===== src/rtl/pwr_mode_pkg.sv =====
package pwr_mode_pkg;
  typedef enum logic [1:0] {
    PM_RUN  = 2'd0,
    PM_HALT = 2'd1,
    PM_DOZE = 2'd2
  } pm_state_e;

  typedef enum logic [1:0] {
    WK_RESET  = 2'd0,
    WK_NMI    = 2'd1,
    WK_IRQ    = 2'd2,
    WK_RESUME = 2'd3
  } wake_cause_e;

  localparam logic [3:0] HALT_ADDR_LO = 4'h8;
endpackage


===== src/rtl/pwr_rst_sync.sv =====
module pwr_rst_sync #(
  parameter int STAGES = 2
) (
  input  logic clk,
  input  logic rst_n,
  output logic rst_s_n
);
  logic [STAGES-1:0] sync_q;

  always_ff @(posedge clk or negedge rst_n) begin
    if (!rst_n) sync_q <= '0;
    else        sync_q <= {sync_q[STAGES-2:0], 1'b1};
  end

  assign rst_s_n = sync_q[STAGES-1];
endmodule


===== src/rtl/pwr_wake_arb.sv =====
module pwr_wake_arb #(
  parameter int N_INT = 8
) (
  input  logic [N_INT-1:0] int_ext,
  input  logic             int_per,
  input  logic [N_INT:0]   int_en,
  input  logic             nmi_n,
  output logic             nmi_req,
  output logic             unm_req,
  output logic             msk_req
);
  localparam int N_SRC = N_INT + 1;

  logic [N_SRC-1:0] req;
  logic [N_SRC-1:0] unm_vec;
  logic [N_SRC-1:0] msk_vec;

  assign req = {int_per, int_ext};

  for (genvar i = 0; i < N_SRC; i++) begin : g_src
    assign unm_vec[i] = req[i] &  int_en[i];
    assign msk_vec[i] = req[i] & ~int_en[i];
  end

  assign nmi_req = ~nmi_n;
  assign unm_req = |unm_vec;
  assign msk_req = |msk_vec;
endmodule


===== src/rtl/pwr_mode_ctrl.sv =====
module pwr_mode_ctrl
  import pwr_mode_pkg::*;
#(
  parameter int N_INT = 8,
  parameter int RF_W  = 2,
  parameter int SYNC_STAGES = 2
) (
  input  logic             clk,
  input  logic             rst_n,
  input  logic             cfg_we,
  input  logic             cfg_halt,
  input  logic             cfg_doze,
  input  logic [RF_W-1:0]  cfg_rf,
  input  logic [3:0]       cfg_addr_lo,
  input  logic [N_INT-1:0] int_ext,
  input  logic             int_per,
  input  logic [N_INT:0]   int_en,
  input  logic             nmi_n,
  input  logic             busreq,
  input  logic             wb_empty,
  output logic             core_clk_en,
  output logic             stall,
  output logic             busgnt,
  output logic             halt_bit,
  output logic             doze_bit,
  output logic             wake_vld,
  output logic [1:0]       wake_cause,
  output logic             wake_exc,
  output logic             halt_misalign,
  output logic [RF_W-1:0]  rf_sel
);
  logic rst_s_n;
  logic nmi_req, unm_req, msk_req;

  pm_state_e   state_q, state_d;
  wake_cause_e cause_q, cause_d;
  logic        vld_q, vld_d;
  logic        gate_q, gate_d;
  logic        mis_q, mis_d;
  logic [RF_W-1:0] rf_q;
  logic        rf_en;

  pwr_rst_sync #(.STAGES(SYNC_STAGES)) u_rst_sync (
    .clk     (clk),
    .rst_n   (rst_n),
    .rst_s_n (rst_s_n)
  );

  pwr_wake_arb #(.N_INT(N_INT)) u_wake_arb (
    .int_ext (int_ext),
    .int_per (int_per),
    .int_en  (int_en),
    .nmi_n   (nmi_n),
    .nmi_req (nmi_req),
    .unm_req (unm_req),
    .msk_req (msk_req)
  );

  // Next-state logic
  always_comb begin
    state_d = state_q;
    cause_d = cause_q;
    vld_d   = 1'b0;
    mis_d   = 1'b0;
    gate_d  = gate_q;
    unique case (state_q)
      PM_RUN: begin
        gate_d = 1'b0;
        if (cfg_we && cfg_halt) begin
          state_d = PM_HALT;
          mis_d   = (cfg_addr_lo != HALT_ADDR_LO);
        end else if (cfg_we && cfg_doze) begin
          state_d = PM_DOZE;
        end
      end
      PM_HALT: begin
        if (nmi_req || unm_req) begin
          state_d = PM_RUN;
          vld_d   = 1'b1;
          cause_d = nmi_req ? WK_NMI : WK_IRQ;
          gate_d  = 1'b0;
        end else if (wb_empty) begin
          gate_d = 1'b1;
        end
      end
      PM_DOZE: begin
        if (nmi_req || unm_req || msk_req) begin
          state_d = PM_RUN;
          vld_d   = 1'b1;
          gate_d  = 1'b0;
          if (nmi_req)      cause_d = WK_NMI;
          else if (unm_req) cause_d = WK_IRQ;
          else              cause_d = WK_RESUME;
        end else if (wb_empty) begin
          gate_d = 1'b1;
        end
      end
      default: begin
        state_d = PM_RUN;
        gate_d  = 1'b0;
      end
    endcase
  end

  // State registers
  always_ff @(posedge clk or negedge rst_s_n) begin
    if (!rst_s_n) begin
      state_q <= PM_RUN;
      cause_q <= WK_RESET;
      vld_q   <= 1'b1;
      gate_q  <= 1'b0;
      mis_q   <= 1'b0;
    end else begin
      state_q <= state_d;
      cause_q <= cause_d;
      vld_q   <= vld_d;
      gate_q  <= gate_d;
      mis_q   <= mis_d;
    end
  end

  // Divider select: loaded on any write, never waits on the bus
  assign rf_en = cfg_we;

  always_ff @(posedge clk or negedge rst_s_n) begin
    if (!rst_s_n)   rf_q <= '0;
    else if (rf_en) rf_q <= cfg_rf;
  end

  assign halt_bit      = (state_q == PM_HALT);
  assign doze_bit      = (state_q == PM_DOZE);
  assign stall         = (state_q != PM_RUN);
  assign core_clk_en   = !((state_q != PM_RUN) && gate_q);
  assign busgnt        = busreq && (state_q != PM_HALT);
  assign wake_vld      = vld_q;
  assign wake_cause    = cause_q;
  assign wake_exc      = (cause_q != WK_RESUME);
  assign halt_misalign = mis_q;
  assign rf_sel        = rf_q;
endmodule


===== config.mk =====
export PLATFORM = sky130hd
export DESIGN_NAME = pwr_mode_ctrl
export DESIGN_NICKNAME = d
export VERILOG_FILES = /design/src/rtl/pwr_mode_pkg.sv /design/src/rtl/pwr_rst_sync.sv /design/src/rtl/pwr_wake_arb.sv /design/src/rtl/pwr_mode_ctrl.sv
export SDC_FILE = /design/constraint.sdc
export NUM_CORES = 1
export LEC_CHECK = 0
export CAP_MARGIN = 20
export CORE_UTILIZATION = 37
export DETAILED_ROUTE_END_ITERATION = 6
export PLACE_DENSITY_LB_ADDON = 0.1
export SLEW_MARGIN = 10
export SYNTH_ARGS = -nofsm -noshare
export SYNTH_HDL_FRONTEND = slang
export SYNTH_SLANG_ARGS = --single-unit

===== constraint.sdc =====
create_clock -name clk -period 3.1 [get_ports clk]
set_clock_uncertainty 0.05 [all_clocks]
set_input_delay 0.93 -clock clk [delete_from_list [all_inputs] [get_ports clk]]
set_output_delay 0.93 -clock clk [all_outputs]
set_load 0.03 [all_outputs]

After elaboration in Yosys (flattened, before gate mapping)

Index checks and enable logic that the tools add are counted.

Equal/unequal tests: 8
Mux-type cells: 20
Bitwise operators: 28
Reduce and logical (&&, ||, !) cells: 14

Operators by type and width:

| operator             | count |
|---|---|
| $and A1 B1 Y1        | 18 |
| $reduce_or A9 Y1     | 2 |
| $mux W2              | 8 |
| $not A1 Y1           | 10 |
| $mux W1              | 8 |
| $ne A2 B1 Y1 const B | 3 |
| $pmux W2 S3          | 1 |
| $reduce_and A3 Y1    | 2 |
| $logic_and A1 B1 Y1  | 4 |
| $ne A4 B4 Y1 const B | 1 |
| $pmux W1 S2          | 2 |
| $pmux W2 S2          | 1 |
| $reduce_bool A2 Y1   | 2 |
| $ne A3 B3 Y1 const B | 1 |
| $eq A2 B1 Y1 const B | 1 |
| $eq A2 B2 Y1 const B | 1 |
| $logic_not A2 Y1     | 1 |
| $logic_or A1 B1 Y1   | 2 |
| $ne A2 B2 Y1 const B | 1 |
| $logic_not A1 Y1     | 1 |

Bits in registers: 11
Input port bits: 32
Logic and storage cells: 77

Logic depth before layout (Yosys ltp)

Word-level depth: 6
Mapped depth: 5

Cells and area by module

A second synthesis with hierarchy kept.

Cells, all modules: 66
Area total of the unflattened synthesis: 656.9 µm²

Modules (own cells, without submodules):

| module        | instances | cells each | area each (µm²) | seq. area each (µm²) |
|---|---|---|---|---|
| pwr_mode_ctrl | 1         | 44         | 466.7           | 226.5 |
| pwr_wake_arb  | 1         | 19         | 136.4           | 0.0 |
| pwr_rst_sync  | 1         | 3          | 53.8            | 50.0 |

Worst setup path before layout

No wires, ideal clock.

Kind: in2out
Start point: in busreq
End point: out busgnt
Arrival: 1.385 ns
Setup slack: 0.735 ns
Cell stages on the path: 1
Cell sequence: nor2b_1

Cells in the longest elaborated chain, start to end: 1

RTL lines:

| what                | RTL line             | RTL |
|---|---|---|
| from (decl)         | pwr_mode_ctrl.sv:19  | `input logic busreq,` |
| $logic_and A1 B1 Y1 | pwr_mode_ctrl.sv:134 | `assign busgnt = busreq && (state_q != PM_HALT);` |
| to (decl)           | pwr_mode_ctrl.sv:23  | `output logic busgnt,` |

Every way passes these cells.

Final worst setup path

Start point: reg state_q[0]
End point: out core_clk_en

Cells in the longest elaborated chain, start to end: 3

RTL lines:

| what                   | RTL line             | RTL |
|---|---|---|
| from (decl)            | pwr_mode_ctrl.sv:35  | `pm_state_e state_q, state_d;` |
| from (signal assigned) | pwr_mode_ctrl.sv:114 | `state_q <= state_d;` |
| $reduce_bool A2 Y1     | pwr_mode_ctrl.sv:133 | `assign core_clk_en = !((state_q != PM_RUN) && gate_q);` |
| $logic_and A1 B1 Y1    | pwr_mode_ctrl.sv:133 |  |
| $logic_not A1 Y1       | pwr_mode_ctrl.sv:133 |  |
| to (decl)              | pwr_mode_ctrl.sv:21  | `output logic core_clk_en,` |

Every way passes these cells.

==> metrics <==
fin crit period=2.74 ns; RSZ-0062 raised after global routing=false; Critical Path AT=1.76 ns; Req. time, crit path=2.12 ns; post-CTS sizing=0; crit path kind=reg2out; Detail Placement HPWL=1390 um; PD cells=611 nW/um^2; max cap viols=0; P&R area growth vs syn=72.9%; synthesis-stage register bit count=11; post-synth net total=101; grt ovf=0; # rows=14; Post-Layout Cell Count=137; VDD IR max=0.420 mV; Fin Setup TNS=0 ns; CTS max path bufs=2; antenna violations before repair=0; outcome=finished, final reports clean; vias post-DR=692; CP Launch Type=register; final setup margin=0.363 ns; DR WL/cell=11.9 um; Register Area=277 um^2; Avg Cell Area, Syn=10.1 um^2; CP Max Fanout=3; post-synthesis cell type count=28; Synth Instances=66; Setup-failing EPs final=0; Slew Viols, Final=0; gr usage total=19.1%; HP Class=reg2async; final cycle utilization of the critical path=88.3%; Lkg Pwr=0.496 nW; fmax=0.365 GHz; Critical Path Max Stage Delay=0.66 ns; fillcell total=114; commonest non-fill, non-tap cell in the layout=clkdlybuf4s50_1; count of input and output buffers=43; vias in the first global route=666; number of buffers created by CTS=3; Synthesis Warnings=0; Fin. Hold Viols=0; most frequent cells in the layout=42 x clkdlybuf4s50_1, 10 x inv_1, 10 x dfrtp_1, 5 x nor2b_1, 5 x nand2_1; clk slew on worst S/H paths=0.06 ns; routed vias/inst=5.05; Crit path top cell by count=inv_1; CTS sink cnt=11; placed insts=133; routability cong.=0.848; initial core utilization=41.7%; setup slack after placement=0.341 ns; Die Height=44.4 um; Die W=44.4 um; initial DRC count=23; CP max stage cell=clkdlybuf4s50_1; final antenna diode count=0; DRT antenna net count=0; CTS tree=yes; IO Count=44; htree depth=1; # hold bufs at CTS=0; Root Driver=clkbuf_4; core area=1590 um^2; first-pass GRT wire length=2680 um; register area share after synthesis=41.6%; DRT Wirelength=1640 um; router iterations before antenna repair=6; largest net degree at the start of global routing=10; DRC viols=0; die area=1970 um^2; footprint of the multi-input gates=350 um^2; CP cell instances=inv_1 -> ha_1 -> inv_1 -> nand2_1 -> clkdlybuf4s50_1; setup repair bufs after CTS=0; synthesized area=664 um^2; Final #Nets=149; Crit. End Element=output port; clk_lat worst skew=0.27 ns; fraction of layout instances using a drive strength above 1=10.6%
## worst paths after layout
check | start | endpoint | slack (ns) | cells after the start
hold / removal | u_rst_sync.sync_q[1] | gate_q | 0.09 | 0
min in group clk | u_rst_sync.sync_q[0] | u_rst_sync.sync_q[1] | 0.30 | 0
setup reg to reg | state_q[1] | state_q[1] | 1.57 | 5
hold reg to reg | u_rst_sync.sync_q[1] | gate_q | 0.09 | 0
max in group asynchronous | rst_n | u_rst_sync.sync_q[1] | 2.11 | 1
setup / recovery | state_q[0] | core_clk_en | 0.36 | 5
## synth_stat cells
library cell,number,share of area [%]
o211a_1,1,1.5
dfrtp_1,10,38
a31oi_1,2,1.9
a21o_2,1,1.3
nor2_1,2,1.1
a21oi_1,1,0.75
a32oi_1,1,1.3
dfstp_2,1,4.0
a222oi_1,2,3.0
o22ai_1,1,0.94
o21ai_1,1,0.75
mux2_2,2,3.4
and3_4,1,1.7
nor2b_1,5,4.7
a22oi_1,3,3.4
ha_1,3,5.7
o221ai_1,1,1.3
a21boi_0,2,2.3
nand2_1,5,2.8
a2111oi_2,1,2.3
nand3_1,3,2.3
o21ai_0,2,1.5
o22a_1,1,1.3
conb_1,1,0.56
a221oi_4,1,4.0
a41o_2,1,1.7
nor4b_1,1,1.3
inv_1,10,5.7
## layer usage
layer | vias to the layer above | share of wire (%) | track usage, %
li1 | 340 | - | -
met1 | 324 | 43 | 24.4
met2 | 26 | 51 | 29.7
met3 | 2 | 6.1 | 8.16
met4 | 0 | 0.55 | 5.45
met5 | - | 0 | 0
## logic make-up after synthesis
kind of cell,after synthesis,synth area share (%)
other,1,0.564
multiplexers,2,3.39
adder cells (fa/ha/maj),3,5.65
flip-flops,11,41.6
buffers and inverters,10,5.65
AND/OR/NAND/NOR,17,13.9
AO/OA/AOI/OAI,22,29.2
## worst max-delay path, delay by kind of cell (launching register included)
kind | cells | cell delay [ns]
flops | 1 | 0.38
buf+inv | 3 | 0.84
simple gates | 1 | 0.06
fa+ha+maj | 1 | 0.21
## through the flow
stage               power [W]  hold WS [ns]  util, %  cell area, um^2
floorplan            0.000439        0.0570        -              664
finish               0.000702        0.0875     72.1             1150
CTS                  0.000709        0.0983     72.1             1150
detailed placement   0.000611        0.0921     70.4             1120
global route         0.000746         0.137     72.1             1150
global placement     0.000605        0.0993     70.4             1120
## where the power goes
part | total [W] | internal (W) | switching, W | leakage [nW]
Clock | 0.0000944 | 0.0000498 | 0.0000446 | 0.0150
Combinational | 0.000402 | 0.000185 | 0.000217 | 0.347
Sequential | 0.000205 | 0.000183 | 0.0000219 | 0.134
## registers in the layout (all words and copies together) (netlist names)
signal	flops
gate_q	1
halt_misalign	1
rf_sel	2
state_q	2
u_rst_sync.sync_q	2
wake_cause	2
wake_vld	1
## cell type report
class,count,area share (%)
multi-input cells,45,30.5
inverters,10,3.27
flip-flops and latches,11,24.1
clock buffers,4,2.29
repair buffers,43,37.3
well taps,24,2.61
Note: power is estimated with default switching activity, not from simulation.
